==> src/rtl/isel_pkg.sv <==
package isel_pkg;
    // flags carried by one buffered instruction
    typedef struct packed {
        logic vld;   // slot occupied
        logic sent;  // granted, waiting for memory completion
        logic kill;  // squashed
        logic mem;   // memory access
    } slot_flag_t;

    function automatic int unsigned width_of(input int unsigned n);
        return (n > 1) ? $clog2(n) : 1;
    endfunction
endpackage

==> src/rtl/age_queue.sv <==
module age_queue
    import isel_pkg::*;
#(
    parameter int D  = 4,
    parameter int SW = 8
) (
    input  logic          clk,
    input  logic          rst_n,
    input  logic          ins_en,
    input  logic [SW-1:0] ins_seq,
    input  logic          ins_mem,
    input  logic          sq_en,
    input  logic [SW-1:0] sq_seq,
    input  logic          done_en,
    input  logic [SW-1:0] done_seq,
    input  logic          pop_i,
    input  logic          drop_i,
    output logic          head_vld,
    output logic          head_kill,
    output logic [SW-1:0] head_seq
);
    localparam int IW = width_of(D);

    typedef struct packed {
        slot_flag_t [D-1:0]         fl;
        logic       [D-1:0][SW-1:0] seq;
    } buf_t;

    buf_t buf_q, buf_d;
    logic          hfound, ffound;
    logic [IW-1:0] hidx, fidx;

    // head: oldest unsent entry; free: lowest empty slot
    always_comb begin
        hfound = 1'b0;
        hidx   = '0;
        ffound = 1'b0;
        fidx   = '0;
        for (int i = 0; i < D; i++) begin
            if (buf_q.fl[i].vld && !buf_q.fl[i].sent &&
                (!hfound || buf_q.seq[i] < buf_q.seq[hidx])) begin
                hfound = 1'b1;
                hidx   = IW'(i);
            end
            if (!buf_q.fl[i].vld && !ffound) begin
                ffound = 1'b1;
                fidx   = IW'(i);
            end
        end
    end

    assign head_vld  = hfound;
    assign head_kill = buf_q.fl[hidx].kill;
    assign head_seq  = buf_q.seq[hidx];

    always_comb begin
        buf_d = buf_q;
        if (pop_i) begin
            if (buf_q.fl[hidx].mem) buf_d.fl[hidx].sent = 1'b1;
            else                    buf_d.fl[hidx].vld  = 1'b0;
        end
        if (drop_i) buf_d.fl[hidx].vld = 1'b0;
        for (int i = 0; i < D; i++) begin
            if (sq_en && buf_q.fl[i].vld && buf_q.seq[i] > sq_seq)
                buf_d.fl[i].kill = 1'b1;
            if (done_en && buf_q.fl[i].vld && buf_q.fl[i].sent &&
                buf_q.seq[i] == done_seq)
                buf_d.fl[i].vld = 1'b0;
        end
        if (ins_en && ffound) begin
            buf_d.fl[fidx]  = '{vld: 1'b1, sent: 1'b0, kill: 1'b0, mem: ins_mem};
            buf_d.seq[fidx] = ins_seq;
        end
    end

    always_ff @(posedge clk) begin
        if (!rst_n) buf_q <= '0;
        else        buf_q <= buf_d;
    end


    pop_drop_excl_chk: assert property (@(posedge clk) disable iff (!rst_n)
        !(pop_i && drop_i));

    pop_live_head_chk: assert property (@(posedge clk) disable iff (!rst_n)
        pop_i |-> (head_vld && !head_kill));
endmodule

==> src/rtl/issue_pick.sv <==
module issue_pick
    import isel_pkg::*;
#(
    parameter int K  = 4,
    parameter int W  = 2,
    parameter int SW = 8,
    parameter int CLW = 2
) (
    input  logic [K-1:0]           head_vld,
    input  logic [K-1:0]           head_kill,
    input  logic [K-1:0][SW-1:0]   head_seq,
    input  logic [K-1:0]           fu_ok,
    output logic [K-1:0]           pop,
    output logic [K-1:0]           drop,
    output logic [K-1:0]           busy,
    output logic [W-1:0]           slot_vld,
    output logic [W-1:0][CLW-1:0]  slot_cls,
    output logic [W-1:0][SW-1:0]   slot_seq
);
    logic [K-1:0] cand, elig;

    assign cand = head_vld & ~head_kill;
    assign elig = cand & fu_ok;
    assign drop = head_vld & head_kill;

    // rank of a class = eligible classes with an older head
    always_comb begin
        pop      = '0;
        busy     = '0;
        slot_vld = '0;
        slot_cls = '0;
        slot_seq = '0;
        for (int c = 0; c < K; c++) begin
            int older;
            older = 0;
            for (int j = 0; j < K; j++) begin
                if (j != c && elig[j] &&
                    (head_seq[j] < head_seq[c] ||
                     (head_seq[j] == head_seq[c] && j < c)))
                    older++;
            end
            if (older < W) begin
                pop[c]  = elig[c];
                busy[c] = cand[c] && !fu_ok[c];
                for (int w = 0; w < W; w++) begin
                    if (elig[c] && w == older) begin
                        slot_vld[w] = 1'b1;
                        slot_cls[w] = CLW'(c);
                        slot_seq[w] = head_seq[c];
                    end
                end
            end
        end
    end
endmodule

==> src/rtl/isel_top.sv <==
module isel_top
    import isel_pkg::*;
#(
    parameter int K    = 4,
    parameter int D    = 4,
    parameter int W    = 2,
    parameter int SW   = 8,
    parameter int CNTW = 8,
    parameter logic [K-1:0] NO_UNIT = 4'b1000,
    localparam int CLW = width_of(K),
    localparam int NW  = $clog2(W + 1)
) (
    input  logic              clk,
    input  logic              rst_n,
    input  logic              ins_en,
    input  logic [CLW-1:0]    ins_cls,
    input  logic [SW-1:0]     ins_seq,
    input  logic              ins_mem,
    input  logic              sq_en,
    input  logic [SW-1:0]     sq_seq,
    input  logic              done_en,
    input  logic [SW-1:0]     done_seq,
    input  logic [K-1:0]      fu_free,
    output logic [W-1:0]      gnt_vld,
    output logic [W*CLW-1:0]  gnt_cls,
    output logic [W*SW-1:0]   gnt_seq,
    output logic [K-1:0]      busy_evt,
    output logic [K*CNTW-1:0] busy_cnt,
    output logic [NW-1:0]     issue_cnt
);
    typedef struct packed {
        logic [W-1:0]           gv;
        logic [W-1:0][CLW-1:0]  gc;
        logic [W-1:0][SW-1:0]   gs;
        logic [K-1:0]           be;
        logic [K-1:0][CNTW-1:0] bc;
        logic [NW-1:0]          n;
    } out_t;

    out_t st_q, st_d;

    logic [K-1:0]          hv, hk, pop, drop, busy;
    logic [K-1:0][SW-1:0]  hs;
    logic [W-1:0]          sv;
    logic [W-1:0][CLW-1:0] sc;
    logic [W-1:0][SW-1:0]  ss;

    for (genvar c = 0; c < K; c++) begin : g_cls
        age_queue #(.D(D), .SW(SW)) u_q (
            .clk      (clk),
            .rst_n    (rst_n),
            .ins_en   (ins_en && ins_cls == CLW'(c)),
            .ins_seq  (ins_seq),
            .ins_mem  (ins_mem),
            .sq_en    (sq_en),
            .sq_seq   (sq_seq),
            .done_en  (done_en),
            .done_seq (done_seq),
            .pop_i    (pop[c]),
            .drop_i   (drop[c]),
            .head_vld (hv[c]),
            .head_kill(hk[c]),
            .head_seq (hs[c])
        );
    end

    issue_pick #(.K(K), .W(W), .SW(SW), .CLW(CLW)) u_pick (
        .head_vld (hv),
        .head_kill(hk),
        .head_seq (hs),
        .fu_ok    (fu_free | NO_UNIT),
        .pop      (pop),
        .drop     (drop),
        .busy     (busy),
        .slot_vld (sv),
        .slot_cls (sc),
        .slot_seq (ss)
    );

    always_comb begin
        st_d    = st_q;
        st_d.gv = sv;
        st_d.gc = sc;
        st_d.gs = ss;
        st_d.be = busy;
        st_d.n  = NW'($countones(pop));
        for (int c = 0; c < K; c++)
            st_d.bc[c] = st_q.bc[c] + CNTW'(busy[c]);
    end

    always_ff @(posedge clk) begin
        if (!rst_n) st_q <= '0;
        else        st_q <= st_d;
    end

    assign gnt_vld   = st_q.gv;
    assign gnt_cls   = st_q.gc;
    assign gnt_seq   = st_q.gs;
    assign busy_evt  = st_q.be;
    assign busy_cnt  = st_q.bc;
    assign issue_cnt = st_q.n;


    width_cap_chk: assert property (@(posedge clk) disable iff (!rst_n)
        st_q.n <= NW'(W));

    cnt_match_chk: assert property (@(posedge clk) disable iff (!rst_n)
        int'(st_q.n) == $countones(st_q.gv));

    for (genvar w = 0; w + 1 < W; w++) begin : g_ord

        age_order_chk: assert property (@(posedge clk) disable iff (!rst_n)
            st_q.gv[w+1] |-> (st_q.gv[w] && st_q.gs[w] < st_q.gs[w+1]));
    end

    for (genvar a = 0; a < W; a++) begin : g_da
        for (genvar b = a + 1; b < W; b++) begin : g_db

            one_per_cls_chk: assert property (@(posedge clk) disable iff (!rst_n)
                (st_q.gv[a] && st_q.gv[b]) |-> st_q.gc[a] != st_q.gc[b]);
        end
    end
endmodule

==> config.mk <==
export PLATFORM = sky130hd
export DESIGN_NAME = isel_top
export DESIGN_NICKNAME = d
export VERILOG_FILES = /design/src/rtl/isel_pkg.sv /design/src/rtl/age_queue.sv /design/src/rtl/issue_pick.sv /design/src/rtl/isel_top.sv
export SDC_FILE = /design/constraint.sdc
export NUM_CORES = 1
export LEC_CHECK = 0
export ABC_CLOCK_PERIOD_IN_PS = 11700
export CELL_PAD_IN_SITES_DETAIL_PLACEMENT = 1
export CELL_PAD_IN_SITES_GLOBAL_PLACEMENT = 1
export CORE_ASPECT_RATIO = 1.75
export CORE_UTILIZATION = 40
export DETAILED_ROUTE_END_ITERATION = 8
export DONT_BUFFER_PORTS = 1
export PLACE_DENSITY_LB_ADDON = 0.1
export SLEW_MARGIN = 5
export SYNTH_ARGS = -nofsm -noshare
export SYNTH_HDL_FRONTEND = slang
export SYNTH_SLANG_ARGS = --single-unit
==> constraint.sdc <==
create_clock -name clk -period 11.7 [get_ports clk]
set_input_delay 0.585 -clock clk [delete_from_list [all_inputs] [get_ports clk]]
set_output_delay 0.585 -clock clk [all_outputs]
set_load 0.1 [all_outputs]
# Word-level counts from Yosys, hierarchy flattened
# Index checks and enable logic that the tools add are counted.
[word_totals]
regBits = 244
latch_bits = 0
ram_bits = 0
romBits = 0
input_bits = 36
output_inout_bits = 60
elab_cells = 679
mem_count = 0
[op_classes]
add_sub_neg = 14
mul = 0
div_mod_pow = 0
n_lt_le_gt_ge = 68
eq_ne = 29
shift = 0
muxes = 240
bitwise = 4
n_reduce_logical = 233
[op_table]
columns = ["operator", "count"]
rows = [
  ["$bwmux 16", 16],
  ["$mux 16", 16],
  ["$mux 32", 8],
  ["$bmux 8 s2", 12],
  ["$lt 8x8->1", 24],
  ["$mux 48", 4],
  ["$mux 8", 24],
  ["$eq 8x8->1", 22],
  ["$add 32x2->32 const B", 5],
  ["$logic_and 1x1->1", 159],
  ["$bwmux 32", 4],
  ["$eq 2x32->1 const A", 4],
  ["$gt 8x8->1", 16],
  ["$logic_not 32->1", 4],
  ["$lt 32x3->1 const B", 4],
  ["$demux 4 s2", 12],
  ["$mux 1", 93],
  ["$demux 8 s2", 4],
  ["$mux 2", 28],
  ["$logic_not 1->1", 51],
  ["$lt 2x3->1 const B", 16],
  ["$mux 4", 10],
  ["$bmux 4 s2", 4],
  ["$add 8x1->8", 3],
  ["other kinds (11)", 45],
]

# Depth between registers and ports, before layout
[logic_depth]
ltp_word = 40
mapped_depth = 47
mapped_depth_nobuf = 44

# Hierarchy
# From an unflattened synthesis, not the netlist that was laid out.
[hier_totals]
hier_cells = 2513
area_unflattened_um2 = 20155.6
[modules_own_cells]
columns = ["module", "n_inst", "cells_each", "area_per_inst_um2", "seq_area_each_um2"]
rows = [
  ["age_queue at g_cls[1].u_q ...", 3, 497, 3921.3, 960.9],
  ["age_queue at g_cls[0].u_q", 1, 495, 3870.0, 960.9],
  ["issue_pick", 1, 317, 2339.7, 0.0],
  ["isel_top", 1, 210, 2182.1, 1201.2],
]

# Worst setup path before layout
# Ideal clock, no wire load.
[synth_timing]
path_kind = "register to register"
startpoint = "reg g_cls[0].u_q.buf_q[5] (netlist name)"
endpoint = "reg st_q (netlist bit issue_cnt[0])"
setup_ps = 115
t_arrival_ps = 8931
required_time_ps = 11585
slack_ps = 2654
path_stages_with_launch = 45
n_path_buf = 3
synth_period_minus_slack_ps = 9046
cell_sequence = "dfxtp_1 inv_1 ha_1 a211o_1 a211oi_1 o21ai_1 nand2_1 buf_2 mux2i_1 ha_1 a2111oi_2 o211ai_1 o31ai_1 o31ai_2 a21oi_2 buf_2 mux2i_1 inv_1 (+9 left out) ha_1 nor2b_1 o21a_1 o21ai_0 nand2b_1 a21oi_1 o21ai_0 o21ai_0 or3_1 inv_1 fa_1 nand2b_1 nor2_2 inv_1 fa_1 inv_1 ha_1 and2_1"
[synth_lines]
columns = ["element", "line", "source"]
rows = [
  ["start, declared", "age_queue.sv:29", "buf_t buf_q, buf_d;"],
  ["start signal, assigned", "age_queue.sv:78", "else buf_q <= buf_d;"],
  ["end signal, assigned", "isel_top.sv:93", "else st_q <= st_d;"],
  ["end, declared", "isel_top.sv:40", "out_t st_q, st_d;"],
]

# Worst setup path in the final report
[layout_timing]
startpoint = "reg g_cls[3].u_q.buf_q[9] (netlist name)"
endpoint = "reg st_q (netlist bit issue_cnt[1])"
[layout_between]
elab_chain_len = 30
elab_cells_between_ends = 65
cone_classes = "add/sub: 5; order compare: 13; eq/ne: 3; mux: 24; bitwise: 3; reduce/logical: 17"
[layout_lines]
columns = ["element", "line", "source"]
rows = [
  ["start, declared", "age_queue.sv:29", ""],
  ["start signal, assigned", "age_queue.sv:78", ""],
  ["$lt 8x8->1", "age_queue.sv:41", "(!hfound || buf_q.seq[i] < buf_q.seq[hidx])) begin"],
  ["$logic_or 1x1->1", "age_queue.sv:41", ""],
  ["$logic_and 1x1->1", "age_queue.sv:40", "if (buf_q.fl[i].vld && !buf_q.fl[i].sent &&"],
  ["$mux 1", "age_queue.sv:40", ""],
  ["$bmux 8 s2", "age_queue.sv:41", ""],
  ["$mux 8 (implied by the code)", "age_queue.sv:41", ""],
  ["$lt 8x8->1", "age_queue.sv:41", ""],
  ["$logic_or 1x1->1", "age_queue.sv:41", ""],
  ["(+14 left out)", "n/a", ""],
  ["$add 1x1->2", "issue_pick.sv:40", "older++;"],
  ["$mux 32", "issue_pick.sv:37", "if (j != c && elig[j] &&"],
  ["$add 32x2->32", "issue_pick.sv:40", ""],
  ["$mux 32", "issue_pick.sv:37", ""],
  ["$lt 32x3->1", "issue_pick.sv:42", "if (older < W) begin"],
  ["$mux 1", "issue_pick.sv:42", ""],
  ["$add 1x1->2 (implied by the code)", "isel_top.sv:86", "st_d.n = NW'($countones(pop));"],
  ["$add 2x2->2 (implied by the code) *", "isel_top.sv:86", ""],
]
# Mark *: on every way between the ends. The rest lies on a longest branch, timed or not. The select of a mux whose other input is x is not followed.
# A chain may end at the register's enable or synchronous reset.

==> metrics.cfg <==
[timing]
tightest_slew_ns = 1.250
hold_viol_final = 0
grt_setup_unrepaired = no
min_period_ns = 11.06
slew_violations = 0
timing.fmax_mhz = 90.41
setup_viol = 0
post-route-period-util_pct = 94.53
skew_ns = 0.01719
setup_tns_ns = 0
slew_headroom_pct = 16.35

[synth]
synthCells = 2366
ys_top_cells_by_count = 275 x ha_1, 249 x nor2_1, 243 x dfxtp_1, 188 x nand2_1, 162 x a21oi_1
ys.flop_type = dfxtp_1
async_flop_share_pct = 0
synth.distinct_cells = 92
synth.area.top_cells = dfxtp_1 25%, ha_1 18%, mux2i_1 7.6%
synth_edf_count = 0
yosysMostFrequentCell = ha_1
yosysWarnings = 0
syn_avg_cell_area_um2 = 8.280
synth_top_area_share_pct = 24.83
ys_seq_area_share_pct = 24.83
synth_top_cell_by_area = dfxtp_1
netlist_area_um2 = 19590
synth-seq-cells = 243

[clock_network]
cts.repair.resized = 0
cts.path.max_buffers = 3
cts.sinks = 243
clk_root_buffer_cell = clkbuf_16
post-cts-setup-buffers = 0
h-tree-depth = 1
cts_buffers = 27
path_clk_slew_ns = 0.07
insertion_delay_ns = 0.57
cts_tree = done
holdBufCountCts = 0

[global_route]
grt_util_all_layers_pct = 31.68
grt_pass1_wl_um = 117600
gr-total-overflow = 0
grt_pass1_vias = 19330
antenna_found_initial = 0
grt_max_degree = 79

[die]
rows = 107
die_area_um2 = 49900
pin_count = 96
fp.coreArea_um2 = 48460
die_w_um = 169.3
start_util_pct = 40.42
dieHeight_um = 294.8

[worst_setup_path]
endpoint_kind = flip-flop
criticalPathCategory = reg -> reg
r2r_start = g_cls[3].u_q.buf_q[9]
start_kind = flip-flop
crit_path_frequent_cell = ha_1
slowest_delay_ns = 0.78
worstPathMaxFanout = 17
cp_slowest_cell = nor4_2
worst-r2r-cell-count = 39
rrSetupSlack_ns = 0.64
worstPathArrival_ns = 11.47
rr_endpoint = issue_cnt[1]
critPathRequiredTime_ns = 12.11

[routing]
drt-total-wl_um = 79200
initialDrtViolationCount = 845
num_vias = 18010
wl_per_cell_um = 26.37
remaining_drc_errors = 0
firstDrtPassIters = 5
drtAntennaViolNets = 0
routed_via_density = 5.997

[status]
status = completed

[finish]
final_area_um2 = 21050
syn_to_final_growth_pct = 7.466
drive_gt1_share_pct = 6.175
fin_util_pct = 43.44
layout.nets = 2646

[placed_design]
placed_cell_area_um2 = 20220
port_buffers = 0
gp_congestion = 0.9419
place_hpwl_um = 58820

[min_path]
worstHoldStart = fu_free[1]
hp-class = in -> reg
whs_endpoint = busy_evt[1]
holdPathStages = 1

[power]
power_density_nw_per_um2 = 95.45
ir_worst_vdd_v = 0.0001010
p_leak_uw = 0.009294
fin_total_pwr_uw = 2010

[flow_run]
drv_cap = 0

==> worst max-delay path: cells and delay by family, from the launching register on <==
| family | cells | cell delay, ns |
|---|---|---|
| and+or+nand+nor | 10 | 2.62 |
| xor gates and xnor gates | 1 | 0.14 |
| buffers and inverters | 4 | 0.56 |
| AOI/OAI and AO/OA | 16 | 4.31 |
| adders and majority gates | 7 | 2.41 |
| muxes | 1 | 0.33 |
| DFF | 1 | 0.51 |
==> layer usage <==
metal / track usage [%] / wire, um / vias up
li1: - / - / 8371
met1: 32.14 / 29170 / 8861
met2: 58.85 / 40520 / 514
met3: 4.821 / 3435 / 264
met4: 21.84 / 6078 / 0
met5: 0 / 0 / -
==> area by class of cell <==
class / instances / area, um^2
multi-input cells: 1878 / 13720
clock inverters: 11 / 92.59
clock buffers: 36 / 739.5
fillers: 5848 / 27410
flip-flops and latches: 243 / 4865
inverters: 145 / 549.3
diodes: 1 / 2.502
repair buffers: 35 / 262.8
well taps: 654 / 818.3
==> kinds of logic after synthesis <==
group | Yosys count | share of synthesized area, %
fa+ha+maj | 280 | 18.07
buf+inv | 253 | 5.288
flops | 243 | 24.83
simple gates | 758 | 18.74
other cells | 1 | 0.01914
xor+xnor | 147 | 6.572
mux | 164 | 8.520
compound gates | 520 | 17.96
==> cells in the final DEF (no fill, tap or decap), types with 17 or more instances in the layout <==
cell / n
nor2_1: 249
xnor2_1: 41
inv_1: 144
nor2b_1: 42
clkbuf_16: 27
nor3_1: 27
nand2_1: 188
xor2_1: 106
o21ai_0: 85
nor4_1: 34
nand4_1: 52
a21oi_1: 161
o21a_1: 45
nand2b_1: 39
a41oi_1: 22
nand3_1: 49
dfxtp_1: 243
a21o_1: 34
o32ai_1: 17
ha_1: 275
buf_4: 35
mux2i_1: 148
==> sequential cells by signal (all words and copies together) (netlist names) <==
register         count
gnt_cls              4
gnt_vld              2
busy_cnt            24
gnt_seq             16
g_cls.u_q.buf_q    192
busy_evt             3
issue_cnt            2
==> worst max path at each step <==
stage / slack, ns / cells past startpoint / end / startpoint
final: 0.64 / 39 / issue_cnt[1] / g_cls[3].u_q.buf_q[9]
after global routing: 0.07 / 42 / issue_cnt[1] / g_cls[3].u_q.buf_q[1]
after CTS: 0.67 / 37 / issue_cnt[1] / g_cls[3].u_q.buf_q[9]
after detailed placement: 0.73 / 36 / issue_cnt[0] / g_cls[3].u_q.buf_q[9]
after global placement: 0.94 / 38 / issue_cnt[1] / g_cls[3].u_q.buf_q[1]
after floorplan: 2.65 / 44 / issue_cnt[0] / g_cls[0].u_q.buf_q[5]
==> stage by stage <==
stage               worst slack (ns)  hold WS, ns  instances
floorplan                      2.654       0.4337       2374
global placement              0.9360       0.4579       2955
detailed placement            0.7318       0.4663       2955
CTS                           0.6670      0.06187       3002
global route                 0.06842      0.08162       3002
finish                        0.6396      0.09227       3003
==> report_power, final <==
part           switching (uW)  internal [uW]  leakage, uW
Clock                     382            464     0.000408
Combinational             188            102      0.00693
Sequential               36.9            836      0.00196
Note: power is estimated with default switching activity, not from simulation.
